### src/rtl/sdr_pkg.sv
package sdr_pkg;
  // {cs_n, ras_n, cas_n, we_n}
  typedef enum logic [3:0] {
    CMD_MRS = 4'b0000,
    CMD_REF = 4'b0001,
    CMD_PRE = 4'b0010,
    CMD_ACT = 4'b0011,
    CMD_WR  = 4'b0100,
    CMD_RD  = 4'b0101,
    CMD_NOP = 4'b0111
  } sdr_cmd_e;

  typedef enum logic [2:0] {
    S_INIT_WAIT,
    S_PALL_W,
    S_REF1_W,
    S_REF2_W,
    S_IDLE,
    S_ACT_W,
    S_RECOV
  } sdr_state_e;
endpackage

### src/rtl/sdr_dcount.sv
module sdr_dcount #(
  parameter int W       = 8,
  parameter int RST_VAL = 0
) (
  input  logic         clk_i,
  input  logic         rst_ni,
  input  logic         load_i,
  input  logic [W-1:0] val_i,
  output logic         zero_o
);
  logic [W-1:0] cnt_q;

  always_ff @(posedge clk_i or negedge rst_ni) begin
    if (!rst_ni)             cnt_q <= W'(RST_VAL);
    else if (load_i)         cnt_q <= val_i;
    else if (cnt_q != '0)    cnt_q <= cnt_q - 1'b1;
  end

  assign zero_o = (cnt_q == '0);
endmodule

### src/rtl/sdr_ref_tmr.sv
module sdr_ref_tmr #(
  parameter int INTERVAL = 1562
) (
  input  logic clk_i,
  input  logic rst_ni,
  input  logic en_i,
  input  logic ack_i,
  output logic pend_o
);
  localparam int RW = $clog2(INTERVAL + 1);

  logic [RW-1:0] cnt_q;
  logic          wrap;

  assign wrap = en_i && (cnt_q == RW'(INTERVAL - 1));

  always_ff @(posedge clk_i or negedge rst_ni) begin
    if (!rst_ni) begin
      cnt_q  <= '0;
      pend_o <= 1'b0;
    end else begin
      if (en_i) cnt_q <= wrap ? '0 : cnt_q + 1'b1;
      pend_o <= wrap | (pend_o & ~ack_i);
    end
  end

  // a pending refresh only drops when the scheduler takes it
  assert_pend_clear_R9: assert property (@(posedge clk_i) disable iff (!rst_ni)
    $fell(pend_o) |-> $past(ack_i));
endmodule

### src/rtl/sdr_rd_capture.sv
module sdr_rd_capture #(
  parameter int CL = 2,
  parameter int DW = 16
) (
  input  logic          clk_i,
  input  logic          rst_ni,
  input  logic          rd_cmd_i,
  input  logic [DW-1:0] dq_i,
  output logic          valid_o,
  output logic [DW-1:0] data_o
);
  logic [CL-1:0] pipe_q;

  generate
    if (CL == 1) begin : g_cl1
      always_ff @(posedge clk_i or negedge rst_ni) begin
        if (!rst_ni) pipe_q <= '0;
        else         pipe_q <= rd_cmd_i;
      end
    end else begin : g_cln
      always_ff @(posedge clk_i or negedge rst_ni) begin
        if (!rst_ni) pipe_q <= '0;
        else         pipe_q <= {pipe_q[CL-2:0], rd_cmd_i};
      end
    end
  endgenerate

  always_ff @(posedge clk_i or negedge rst_ni) begin
    if (!rst_ni) begin
      valid_o <= 1'b0;
      data_o  <= '0;
    end else begin
      valid_o <= pipe_q[CL-1];
      if (pipe_q[CL-1]) data_o <= dq_i;
    end
  end

  assert_rd_latency_R8: assert property (@(posedge clk_i) disable iff (!rst_ni)
    valid_o |-> $past(rd_cmd_i, CL + 1));
endmodule

### src/rtl/sdram_sched.sv
module sdram_sched
  import sdr_pkg::*;
#(
  parameter int DW           = 16,
  parameter int BANK_W       = 1,
  parameter int ROW_W        = 11,
  parameter int COL_W        = 9,
  parameter int CL           = 2,
  parameter int T_RCD        = 2,
  parameter int T_RP         = 2,
  parameter int T_RC         = 6,
  parameter int T_MRD        = 2,
  parameter int T_INIT       = 100,
  parameter int REF_INTERVAL = 1562
) (
  input  logic                          clk_i,
  input  logic                          rst_ni,
  input  logic                          req_valid_i,
  output logic                          req_ready_o,
  input  logic                          req_we_i,
  input  logic [BANK_W+ROW_W+COL_W-1:0] req_addr_i,
  input  logic [DW-1:0]                 req_wdata_i,
  output logic                          rd_valid_o,
  output logic [DW-1:0]                 rd_data_o,
  output logic                          sd_cs_n_o,
  output logic                          sd_ras_n_o,
  output logic                          sd_cas_n_o,
  output logic                          sd_we_n_o,
  output logic [BANK_W-1:0]             sd_ba_o,
  output logic [ROW_W-1:0]              sd_addr_o,
  output logic [DW-1:0]                 sd_dq_o,
  output logic                          sd_dq_oe_o,
  input  logic [DW-1:0]                 sd_dq_i
);
  localparam int AW     = BANK_W + ROW_W + COL_W;
  localparam int AP_BIT = 10;
  localparam int TW     = $clog2(T_INIT + T_RC + T_RP + T_MRD + 2) + 1;
  localparam logic [ROW_W-1:0] MODE_WORD = ROW_W'(CL * 16);

  sdr_state_e        state_q, state_d;
  sdr_cmd_e          cmd_q, cmd_d;
  logic [BANK_W-1:0] ba_d;
  logic [ROW_W-1:0]  addr_d;
  logic              oe_q, oe_d;
  logic              init_q, init_d;
  logic              tmr_ld, tmr_zero;
  logic [TW-1:0]     tmr_val;
  logic              ref_pend, ref_ack, accept;

  logic [BANK_W-1:0] bank_q;
  logic [ROW_W-1:0]  row_q;
  logic [COL_W-1:0]  col_q;
  logic              we_q;
  logic [DW-1:0]     wdata_q;

  sdr_dcount #(.W(TW), .RST_VAL(T_INIT - 1)) u_tmr (
    .clk_i  (clk_i),
    .rst_ni (rst_ni),
    .load_i (tmr_ld),
    .val_i  (tmr_val),
    .zero_o (tmr_zero)
  );

  sdr_ref_tmr #(.INTERVAL(REF_INTERVAL)) u_ref (
    .clk_i  (clk_i),
    .rst_ni (rst_ni),
    .en_i   (init_q),
    .ack_i  (ref_ack),
    .pend_o (ref_pend)
  );

  sdr_rd_capture #(.CL(CL), .DW(DW)) u_rd (
    .clk_i    (clk_i),
    .rst_ni   (rst_ni),
    .rd_cmd_i (cmd_q == CMD_RD),
    .dq_i     (sd_dq_i),
    .valid_o  (rd_valid_o),
    .data_o   (rd_data_o)
  );

  assign req_ready_o = (state_q == S_IDLE) && !ref_pend;
  assign accept      = req_ready_o && req_valid_i;

  always_comb begin
    state_d = state_q;
    cmd_d   = CMD_NOP;
    ba_d    = '0;
    addr_d  = '0;
    oe_d    = 1'b0;
    init_d  = init_q;
    tmr_ld  = 1'b0;
    tmr_val = '0;
    ref_ack = 1'b0;
    unique case (state_q)
      S_INIT_WAIT: if (tmr_zero) begin
        cmd_d          = CMD_PRE;
        addr_d[AP_BIT] = 1'b1;
        tmr_ld         = 1'b1;
        tmr_val        = TW'(T_RP - 1);
        state_d        = S_PALL_W;
      end
      S_PALL_W: if (tmr_zero) begin
        cmd_d   = CMD_REF;
        tmr_ld  = 1'b1;
        tmr_val = TW'(T_RC - 1);
        state_d = S_REF1_W;
      end
      S_REF1_W: if (tmr_zero) begin
        cmd_d   = CMD_REF;
        tmr_ld  = 1'b1;
        tmr_val = TW'(T_RC - 1);
        state_d = S_REF2_W;
      end
      S_REF2_W: if (tmr_zero) begin
        cmd_d   = CMD_MRS;
        addr_d  = MODE_WORD;
        tmr_ld  = 1'b1;
        tmr_val = TW'(T_MRD - 1);
        init_d  = 1'b1;
        state_d = S_RECOV;
      end
      S_IDLE: begin
        if (ref_pend) begin
          cmd_d   = CMD_REF;
          ref_ack = 1'b1;
          tmr_ld  = 1'b1;
          tmr_val = TW'(T_RC - 1);
          state_d = S_RECOV;
        end else if (req_valid_i) begin
          cmd_d   = CMD_ACT;
          ba_d    = req_addr_i[AW-1 -: BANK_W];
          addr_d  = req_addr_i[COL_W +: ROW_W];
          tmr_ld  = 1'b1;
          tmr_val = TW'(T_RCD - 1);
          state_d = S_ACT_W;
        end
      end
      S_ACT_W: if (tmr_zero) begin
        cmd_d                = we_q ? CMD_WR : CMD_RD;
        ba_d                 = bank_q;
        addr_d[COL_W-1:0]    = col_q;
        addr_d[AP_BIT]       = 1'b1;
        oe_d                 = we_q;
        tmr_ld               = 1'b1;
        tmr_val              = TW'(T_RC - T_RCD - 1);
        state_d              = S_RECOV;
      end
      S_RECOV: if (tmr_zero) state_d = S_IDLE;
      default: state_d = S_IDLE;
    endcase
  end

  always_ff @(posedge clk_i or negedge rst_ni) begin
    if (!rst_ni) begin
      state_q   <= S_INIT_WAIT;
      cmd_q     <= CMD_NOP;
      sd_ba_o   <= '0;
      sd_addr_o <= '0;
      oe_q      <= 1'b0;
      init_q    <= 1'b0;
      bank_q    <= '0;
      row_q     <= '0;
      col_q     <= '0;
      we_q      <= 1'b0;
      wdata_q   <= '0;
    end else begin
      state_q   <= state_d;
      cmd_q     <= cmd_d;
      sd_ba_o   <= ba_d;
      sd_addr_o <= addr_d;
      oe_q      <= oe_d;
      init_q    <= init_d;
      if (accept) begin
        bank_q  <= req_addr_i[AW-1 -: BANK_W];
        row_q   <= req_addr_i[COL_W +: ROW_W];
        col_q   <= req_addr_i[COL_W-1:0];
        we_q    <= req_we_i;
        wdata_q <= req_wdata_i;
      end
    end
  end

  assign {sd_cs_n_o, sd_ras_n_o, sd_cas_n_o, sd_we_n_o} = cmd_q;
  assign sd_dq_o    = wdata_q;
  assign sd_dq_oe_o = oe_q;

  // cycles since the last ACTIVATE, for the tRCD check
  logic [TW-1:0] act_age_q;
  always_ff @(posedge clk_i or negedge rst_ni) begin
    if (!rst_ni)                act_age_q <= '1;
    else if (cmd_q == CMD_ACT)  act_age_q <= TW'(1);
    else if (act_age_q != '1)   act_age_q <= act_age_q + 1'b1;
  end

  assert_no_ready_in_init_R1: assert property (@(posedge clk_i) disable iff (!rst_ni)
    !init_q |-> !req_ready_o);
  assert_col_autopre_R3: assert property (@(posedge clk_i) disable iff (!rst_ni)
    (cmd_q == CMD_RD || cmd_q == CMD_WR) |-> sd_addr_o[AP_BIT]);
  assert_trcd_R5: assert property (@(posedge clk_i) disable iff (!rst_ni)
    (cmd_q == CMD_RD || cmd_q == CMD_WR) |-> act_age_q == TW'(T_RCD));
  assert_oe_only_write_R7: assert property (@(posedge clk_i) disable iff (!rst_ni)
    sd_dq_oe_o |-> cmd_q == CMD_WR);
  assert_ref_blocks_req_R9: assert property (@(posedge clk_i) disable iff (!rst_ni)
    (ref_pend && state_q == S_IDLE) |=> cmd_q == CMD_REF);
endmodule

### config.mk
export PLATFORM = sky130hd
export DESIGN_NAME = sdram_sched
export DESIGN_NICKNAME = d
export VERILOG_FILES = /design/src/rtl/sdr_pkg.sv /design/src/rtl/sdr_dcount.sv /design/src/rtl/sdr_ref_tmr.sv /design/src/rtl/sdr_rd_capture.sv /design/src/rtl/sdram_sched.sv
export SDC_FILE = /design/constraint.sdc
export NUM_CORES = 1
export LEC_CHECK = 0
export ABC_AREA = 1
export BUFFER_PORTS_ARGS = -buffer_cell sky130_fd_sc_hd__buf_2
export CORE_AREA = 4 4 87 89
export DETAILED_ROUTE_END_ITERATION = 8
export DIE_AREA = 0 0 91 93
export PLACE_DENSITY = 0.82
export SYNTH_ARGS = -nofsm -noshare
export SYNTH_HDL_FRONTEND = slang
export SYNTH_SLANG_ARGS = --single-unit
### constraint.sdc
create_clock -name clk_i -period 2.8 [get_ports clk_i]
set_input_delay 0.56 -clock clk_i [delete_from_list [all_inputs] [get_ports clk_i]]
set_output_delay 0.56 -clock clk_i [all_outputs]
set_load 0.02 [all_outputs]
* Word-level counts from Yosys, hierarchy flattened
Index checks and enable logic that the tools add are counted.
** Word-level totals
- Register bits after elaboration :: 87
- Output and inout bits :: 51
** Cells by class
- Add/sub/neg operators :: 2
- Equality and inequality tests :: 14
- Mux-type cells :: 44
- Bitwise gates (word level) :: 3
- Reduce and logical (&&, ||, !) cells :: 15
** Operators by type and width (number)
- 3-bit 2-to-1 mux :: 13
- 11-bit 2-to-1 mux :: 3
- 8-bit case mux with 4 select lines :: 1
- 9-bit case mux with 3 select lines :: 1
- 8-bit 2-to-1 mux :: 3
- 3-bit case mux with 6 select lines :: 1
- 3-bit case mux with 5 select lines :: 1
- 1-bit 2-to-1 mux :: 13
- 11-bit by 1-bit adder with 11-bit output (second input constant) :: 1
- 11-bit == test (second input constant) :: 1
- 3-bit == test (second input constant) :: 3
- 9-bit 2-to-1 mux :: 1
- 8-bit zero test :: 1
- 2-bit != test (second input constant) :: 4
- 8-bit nonzero test :: 1
- 2-bit OR reduction :: 4
- 8-bit by 1-bit subtractor with 8-bit output (second input constant) :: 1
- 3-bit by 2-bit == test with 1-bit output (second input constant) :: 2
- 6-bit 2-to-1 mux :: 1
- 1-bit case mux with 2 select lines :: 3
- 6-bit AND reduction :: 1
- 5-bit OR reduction :: 1
- 4-bit by 3-bit == test with 1-bit output (second input constant) :: 1
- 2-bit 2-to-1 mux :: 2
- 12 further kinds :: 14

* Logic depth before layout (Yosys ltp)
Gate-level depths: netlist of run 1.
- Word-level depth :: 5
- Gate-level depth with buffers :: 11
- Depth with buffers taken out :: 9

* By module
From an unflattened synthesis of run 1, not the netlist that was laid out.
** Unflattened totals
- Cells, all modules :: 465
- Area, all modules :: 3925.0 um2
** By module, submodules not included
- sdram_sched :: instances 1, cells an instance 230, area an instance 2015.7 um2
- sdr_rd_capture :: instances 1, cells an instance 71, area an instance 719.4 um2
- sdr_ref_tmr :: instances 1, cells an instance 93, area an instance 671.9 um2
- sdr_dcount :: instances 1, cells an instance 71, area an instance 518.0 um2

* Least setup slack after synthesis of run 1
Ideal clock, no wire load.
- Path type :: register to register
- Start point :: register state_q[1]
- End point :: register col_q[6]
- Library setup time :: 0.066 ns
- Arrival time :: 1.391 ns
- Slack :: 1.344 ns
- Stages on the path, launching flop included :: 12
- Path buffers :: 2
- Clock period less this slack :: 1.456 ns
- Cells stage by stage :: dfrtp_1 inv_2 nand2_2 nor2_4 inv_2 nor2_4 nand2_4 inv_2 buf_6 buf_6 nand2_1 nand2_1
** On the way
- Cells in the longest elaborated chain, start to end :: 3
** RTL lines
- from (decl) :: RTL line sdram_sched.sv:40 : sdr_state_e state_q, state_d;
- from (signal assigned) :: RTL line sdram_sched.sv:167 : state_q <= state_d;
- 3-bit == test :: RTL line sdram_sched.sv:81 : assign req_ready_o = (state_q == S_IDLE) && !ref_pend;
- 1-bit logical AND :: RTL line sdram_sched.sv:81
- named net req_ready_o :: RTL line sdram_sched.sv:19 : output logic req_ready_o,
- 1-bit logical AND :: RTL line sdram_sched.sv:82 : assign accept = req_ready_o && req_valid_i;
- to (signal assigned) :: RTL line sdram_sched.sv:176 : col_q <= req_addr_i[COL_W-1:0];
- to (decl) :: RTL line sdram_sched.sv:52 : logic [COL_W-1:0] col_q;
The timed path passes the listed nets, and every way through them passes these cells.
A chain may end at the register's enable or synchronous reset.

* Final worst setup path of run 1
- Start point :: register state_q[1]
- End point :: output port req_ready_o
** On the way
- Cells in the longest elaborated chain, start to end :: 2
** RTL lines (RTL line)
- 3-bit == test :: sdram_sched.sv:81
- 1-bit logical AND :: sdram_sched.sv:81
- to (decl) :: sdram_sched.sv:19
No other way between the ends.

==> flow_summary.json, run 1 <==
{
  "run_status": "finished, final reports clean",
  "pwr-share-clk_pct": 18.9,
  "clockBufferDepth": 2,
  "final_max_slew_viol_count": 0,
  "wire_per_inst_um": 12.9,
  "startpoint": "state_q[1]",
  "globalplace.congestion": 0.859,
  "first_iter_violations": 147,
  "nets": 572,
  "dieArea_um2": 8460,
  "hold_violations": 0,
  "drc": 0,
  "max_slew_margin_pct": 58.2,
  "fillers": 534,
  "rr_worst_depth": 9,
  "io_pins": 108,
  "initial_core_util_pct": 54.4,
  "drive_above_1_share_pct": 30.4,
  "p_int_w": 0.00274,
  "hp-class": "input pin to async pin",
  "clock_latency_ns": 0.35,
  "met2_usage_pct": 31.6,
  "setup_slack_ns": 0.778,
  "cts_resized": 0,
  "cts-root-buf": "clkbuf_8",
  "worstPathArrival_ns": 1.46,
  "avgSynthCellArea_um2": 9.11,
  "coreArea_um2": 6760,
  "num_rows": 30,
  "reg2reg_to": "sd_ba_o",
  "cts_tree": "built",
  "fp.dieH_um": 93,
  "grt_busiest_layer": "met2",
  "rsz0062_at_grt": "no",
  "endpoint": "req_ready_o",
  "finalSetupViolCount": 0,
  "ir_worst_vdd_uv": 690,
  "critPathKind": "flip-flop to output port",
  "power.density_nw_per_um2": 1030,
  "die_x_um": 91,
  "yosysWarnings": 0,
  "synth_edf_count": 0,
  "gr-total-overflow": 0,
  "ant_nets": 0,
  "global_route.usage.met1_pct": 25.0,
  "use_met3_pct": 5.87,
  "grt_pass1_vias": 3044,
  "insertedDiodeCount": 0,
  "switching_share_pct": 40.2,
  "vias": 3064,
  "fin_crit_ns": 2.02,
  "synth_cells": 403,
  "place_hpwl_um": 5760,
  "grt_start_max_net_pins": 41,
  "reg2reg_slack_ns": 0.89,
  "netlist_area_um2": 3670,
  "grt_antenna_before_repair": 0,
  "ys_ff_latch": 86,
  "finClkSkew_ns": 0.00856,
  "crit_required_ns": 2.24,
  "grtUsageTotal_pct": 19.4,
  "synth_cell_types": 28,
  "areaGrowthSynthToFinish_pct": 21.5,
  "p_leak_nw": 2.49,
  "p_sw_w": 0.00184,
  "clock_sinks": 86,
  "async_flop_share_pct": 100,
  "clkTransAtPathRegs_ns": 0.09,
  "ys_seq_area_share_pct": 58.8,
  "h-tree-depth": 3,
  "pre_cts_ws_ns": 0.880,
  "cp-end-kind": "output port",
  "cp_max_fo": 6,
  "ctsHoldBuffers": 0,
  "fmax_mhz": 494,
  "wl_um": 7690,
  "drv_cap": 0,
  "pwr-share-comb_pct": 38.0,
  "numCtsBuffers": 9,
  "first_pass_iters": 4,
  "r2r_start": "state_q[1]",
  "syn-num-nets": 463,
  "grt_pass1_wl_um": 13400,
  "finalCritPeriodShare_pct": 72.2,
  "worstMarginPinSlew_ns": 0.626,
  "numPortBuffers": 106,
  "post_cts_buffers": 0,
  "synth_ff_type": "dfrtp_1",
  "viasPerCell": 5.13,
  "finalSetupTns_ns": 0,
  "pwr-share-seq_pct": 43.1,
  "start_kind": "flip-flop"
}
[per-stage QoR]
step / util [%] / instances / total power [W] / hold WS (ns) / area, um^2
detailed placement: 63.1 / 581 / 0.00374 / 0.348 / 4260
finish: 66.0 / 597 / 0.00458 / 0.151 / 4460
global route: 66.0 / 597 / 0.00492 / 0.176 / 4460
CTS: 66.0 / 597 / 0.00461 / 0.165 / 4460
global placement: 63.1 / 581 / 0.00366 / 0.334 / 4260
floorplan: - / 403 / 0.00319 / 0.264 / 3670
[sequential cells by signal, summed over array words and instances, names as in the netlist]
signal	flops
we_q	1
u_rd.valid_o	1
init_q	1
sd_dq_o	16
cmd_q	3
u_rd.data_o	16
u_tmr.cnt_q	8
u_rd.pipe_q	2
col_q	9
state_q	3
sd_dq_oe_o	1
u_ref.cnt_q	11
sd_addr_o	11
sd_ba_o	1
bank_q	1
u_ref.pend_o	1
[cells by family (layout without fill, tap and decap cells)]
kind of cell / Yosys count / count (layout) / synth area share [%]
compound gates: 24 / 24 / 3.61
simple gates: 217 / 217 / 24.4
xor+xnor: 5 / 5 / 1.19
other cells: 1 / 1 / 0.102
buf+inv: 51 / 165 / 5.93
fa+ha+maj: 3 / 3 / 1.02
mux: 16 / 16 / 4.91
flops: 86 / 86 / 58.8
[placed cells by master (no fill, tap or decap)]
cell type   synthesis  routed
nand2_1           142     142
buf_2               6     105
dfrtp_1            79      79
inv_1              36      36
nor2_1             33      33
nand3_1            22      22
mux2_2             16      16
o21ai_0            14      14
nor3_1              9       9
clkbuf_8            0       9
dfstp_2             7       7
nand4_1             5       5
xor2_1              5       5
buf_4               1       5
a21oi_1             4       4
inv_2               3       3
ha_1                3       3
inv_6               0       3
nor2_4              2       2
nor2_2              2       2
o211ai_1            2       2
nand2_2             1       1
nand2_4             1       1
a22oi_1             1       1
o21ai_1             1       1
a21o_1              1       1
a21boi_0            1       1
conb_1              1       1
clkbuf_1            3       1
clkinvlp_4          0       1
clkinv_2            0       1
bufinv_16           0       1
[layout make-up]
class                   instances  area (um^2)  area share (%)
clock buffers                  10          128            2.86
clock inverters                 6         68.8            1.54
inverters                      39          146            3.28
multi-input cells             266         1290            29.0
flip-flops and latches         86         2160            48.4
well taps                      80          100            2.24
repair buffers                110          563            12.6
[synthesized netlist by cell type (3+ instances only)]
cell,instances,area (um^2)
nor3_1,9,45.0
nand2_1,142,533
mux2_2,16,180
buf_2,6,30.0
inv_1,36,135
inv_2,3,11.3
nand3_1,22,110
o21ai_0,14,70.1
clkbuf_1,3,11.3
xor2_1,5,43.8
nand4_1,5,31.3
a21oi_1,4,20.0
dfrtp_1,79,1980
dfstp_2,7,184
nor2_1,33,124
ha_1,3,37.5
[critical path, stage by stage, from the launching register on]
cell and delay (ns):
dfrtp_1 0.45, inv_2 0.10, nand2_2 0.07, nor2_4 0.13, inv_2 0.06, nor2_4 0.10, buf_2 0.20
[per-layer routing]
layer | up-vias | part of all wire (%)
li1 | 1480 | -
met1 | 1414 | 43
met2 | 150 | 46
met3 | 20 | 8.8
met4 | 0 | 1.8
met5 | - | 0
[power groups by stage]
| stage | combinational (W) | sequential, W | clock, W |
|---|---|---|---|
| after floorplan | 0.000917 | 0.00227 | 0 |
| after global placement | 0.00169 | 0.00197 | 0 |
| after CTS | 0.00175 | 0.00197 | 0.000888 |
| final | 0.00174 | 0.00197 | 0.000868 |
| after detailed placement | 0.00175 | 0.00199 | 0 |
| after global routing | 0.00194 | 0.00203 | 0.000947 |
[worst min path at each step]
stage	start	endpoint	slack [ns]
final	rst_ni	u_rd.data_o[6]	0.15
after global routing	rst_ni	u_rd.data_o[6]	0.18
after floorplan	rst_ni	bank_q	0.26
after global placement	u_rd.pipe_q[0]	u_rd.pipe_q[1]	0.33
after CTS	rst_ni	u_rd.data_o[6]	0.16
after detailed placement	u_rd.pipe_q[0]	u_rd.pipe_q[1]	0.35
No activity file was read; power rests on OpenSTA's default activity.
==> inputs of run 2 (changes only) <==
- CORE_AREA: 4 4 87 89 -> 4 4 95 97
- DIE_AREA: 0 0 91 93 -> 0 0 99 101
- PLACE_DENSITY: 0.82 -> 0.73
- clock period: 2.8 -> 1.7 ns (I/O delays scaled with it)
==> flow_summary.json, run 2 (same netlist as run 1, synthesis figures left out) <==
{
  "finalSetupViolCount": 0,
  "h-tree-depth": 3,
  "final_max_slew_viol_count": 0,
  "ir_worst_vdd_uv": 914,
  "critPathSlowestCell": "dfrtp_2",
  "run_status": "finished, final reports clean",
  "final_cells": 633,
  "rsz0062_at_grt": "yes",
  "hold_end": "sd_dq_o[6]",
  "slowest_delay_ns": 0.42,
  "rr_worst_depth": 7,
  "final_common_cell": "nand2_1",
  "insertedDiodeCount": 0,
  "finalSetupTns_ns": 0,
  "dieArea_um2": 10000,
  "hold-path-cell-count": 3,
  "io_pins": 108,
  "grt_start_max_net_pins": 49,
  "grt_pass1_vias": 2997,
  "min_from": "req_wdata_i[6]",
  "grt_antenna_before_repair": 0,
  "globalplace.congestion": 0.937,
  "critPathTopFamily": "flip-flops",
  "clock_latency_ns": 0.34,
  "die_x_um": 99,
  "cp_max_fo": 3,
  "grt_pass1_wl_um": 13700,
  "vias": 2988,
  "dp.cells": 613,
  "fmax_mhz": 599,
  "nets": 583,
  "wl_um": 7850,
  "ant_nets": 0,
  "gr-total-overflow": 0,
  "reg2reg_slack_ns": 0.16,
  "mostFrequentLayoutCells": "142 x nand2_1, 104 x buf_2, 78 x dfrtp_1",
  "clock_sinks": 86,
  "power.density_nw_per_um2": 1720,
  "fp.dieH_um": 101,
  "placed_area_um2": 4370,
  "grtUsageTotal_pct": 17.0,
  "wire_per_inst_um": 12.4,
  "critPathKind": "flip-flop to output port",
  "viasPerCell": 4.72,
  "crit_required_ns": 1.36,
  "crit_chain": "inv_2, nand2_4, nor2_4, inv_2, nor2_4, buf_6",
  "first_iter_violations": 181,
  "areaGrowthSynthToFinish_pct": 26.9,
  "coreArea_um2": 8130,
  "reg2reg_to": "u_tmr.cnt_q[5]",
  "cp_num_buf_inv": 3,
  "cts-root-buf": "clkbuf_8",
  "cp-end-kind": "output port",
  "setup_slack_ns": 0.0298,
  "hp-class": "input pin to flip-flop",
  "whs_ns": 0.181,
  "p_leak_nw": 2.57,
  "cts_tree": "built",
  "finalCritPeriodShare_pct": 98.2,
  "finClkSkew_ns": 0.00912,
  "r2r_start": "u_tmr.cnt_q[0]",
  "worstPathArrival_ns": 1.33,
  "num_rows": 33,
  "clockBufferDepth": 2,
  "initial_core_util_pct": 45.1,
  "clkTransAtPathRegs_ns": 0.09,
  "start_kind": "flip-flop",
  "numCtsBuffers": 9,
  "drv_cap": 0,
  "place_hpwl_um": 5920,
  "drc": 0,
  "drive_above_1_share_pct": 31.8,
  "first_pass_iters": 4,
  "fin_crit_ns": 1.67,
  "pre_cts_ws_ns": 0.128,
  "hold_violations": 0,
  "fin_area_um2": 4660,
  "numPortBuffers": 106
}
==> run 2: cell count changes in the layout (fill, tap and decap cells not counted), moves of 2 or more <==
cell,previous run,this run
inv_6,3,0
buf_12,0,2
clkinv_4,0,2
bufinv_16,1,3
buf_4,5,13
==> run 2: routing by layer <==
layer	up-vias	wire length (um)	track usage, %	part of all wire [%]
met5	-	0	0	0
met4	0	104	6.20	1.3
met3	12	634	3.67	8.1
met2	114	3510	25.9	45
met1	1364	3600	23.9	46
li1	1498	-	-	-
==> run 2: area by class of cell <==
class | count | area, um^2
fillers | 711 | 3470
well taps | 105 | 131
multi-input cells | 266 | 1300
flip-flops and latches | 86 | 2160
inverters | 39 | 146
repair buffers | 121 | 679
clock buffers | 11 | 131
clock inverters | 5 | 108
==> run 2: worst max-delay path by stage <==
stage	to	start	slack, ns	depth (start not counted)
final	req_ready_o	state_q[1]	0.03	6
after global routing	req_ready_o	state_q[1]	-0.03	6
after CTS	req_ready_o	state_q[1]	0.007	6
after detailed placement	state_q[0]	u_tmr.cnt_q[0]	0.13	7
after global placement	u_tmr.cnt_q[1]	u_tmr.cnt_q[0]	0.18	8
after floorplan	col_q[6]	state_q[1]	0.24	11
==> run 2: timing repair <==
action / in CTS / in global routing
hold buffers: 1 / 0
endpoints found under the hold margin: 8 / 0
gates resized for setup: 3 / 3
pin swaps: 1 / 2
endpoints found under the setup margin: 1 / 18
setup buffers: 2 / 1
==> run 2: per-stage QoR <==
step | utilization, % | total power (W)
2_1_floorplan | - | 0.00525
3_5_place_dp | 53.8 | 0.00629
6_report | 57.3 | 0.00803
4_1_cts | 57.1 | 0.00807
5_1_grt | 57.3 | 0.00862
3_3_place_gp | 53.8 | 0.00620
==> run 2: worst register-to-register path: cells and delay by family (launching register included) <==
kind | cells | cell delay (ns)
DFF | 1 | 0.53
buffers and inverters | 1 | 0.05
and+or+nand+nor | 5 | 0.67
adders and majority gates | 1 | 0.22
==> run 2: report_power, final <==
part           internal (W)  switching, W
registers           0.00280      0.000403
logic               0.00121       0.00194
clock network      0.000983      0.000703
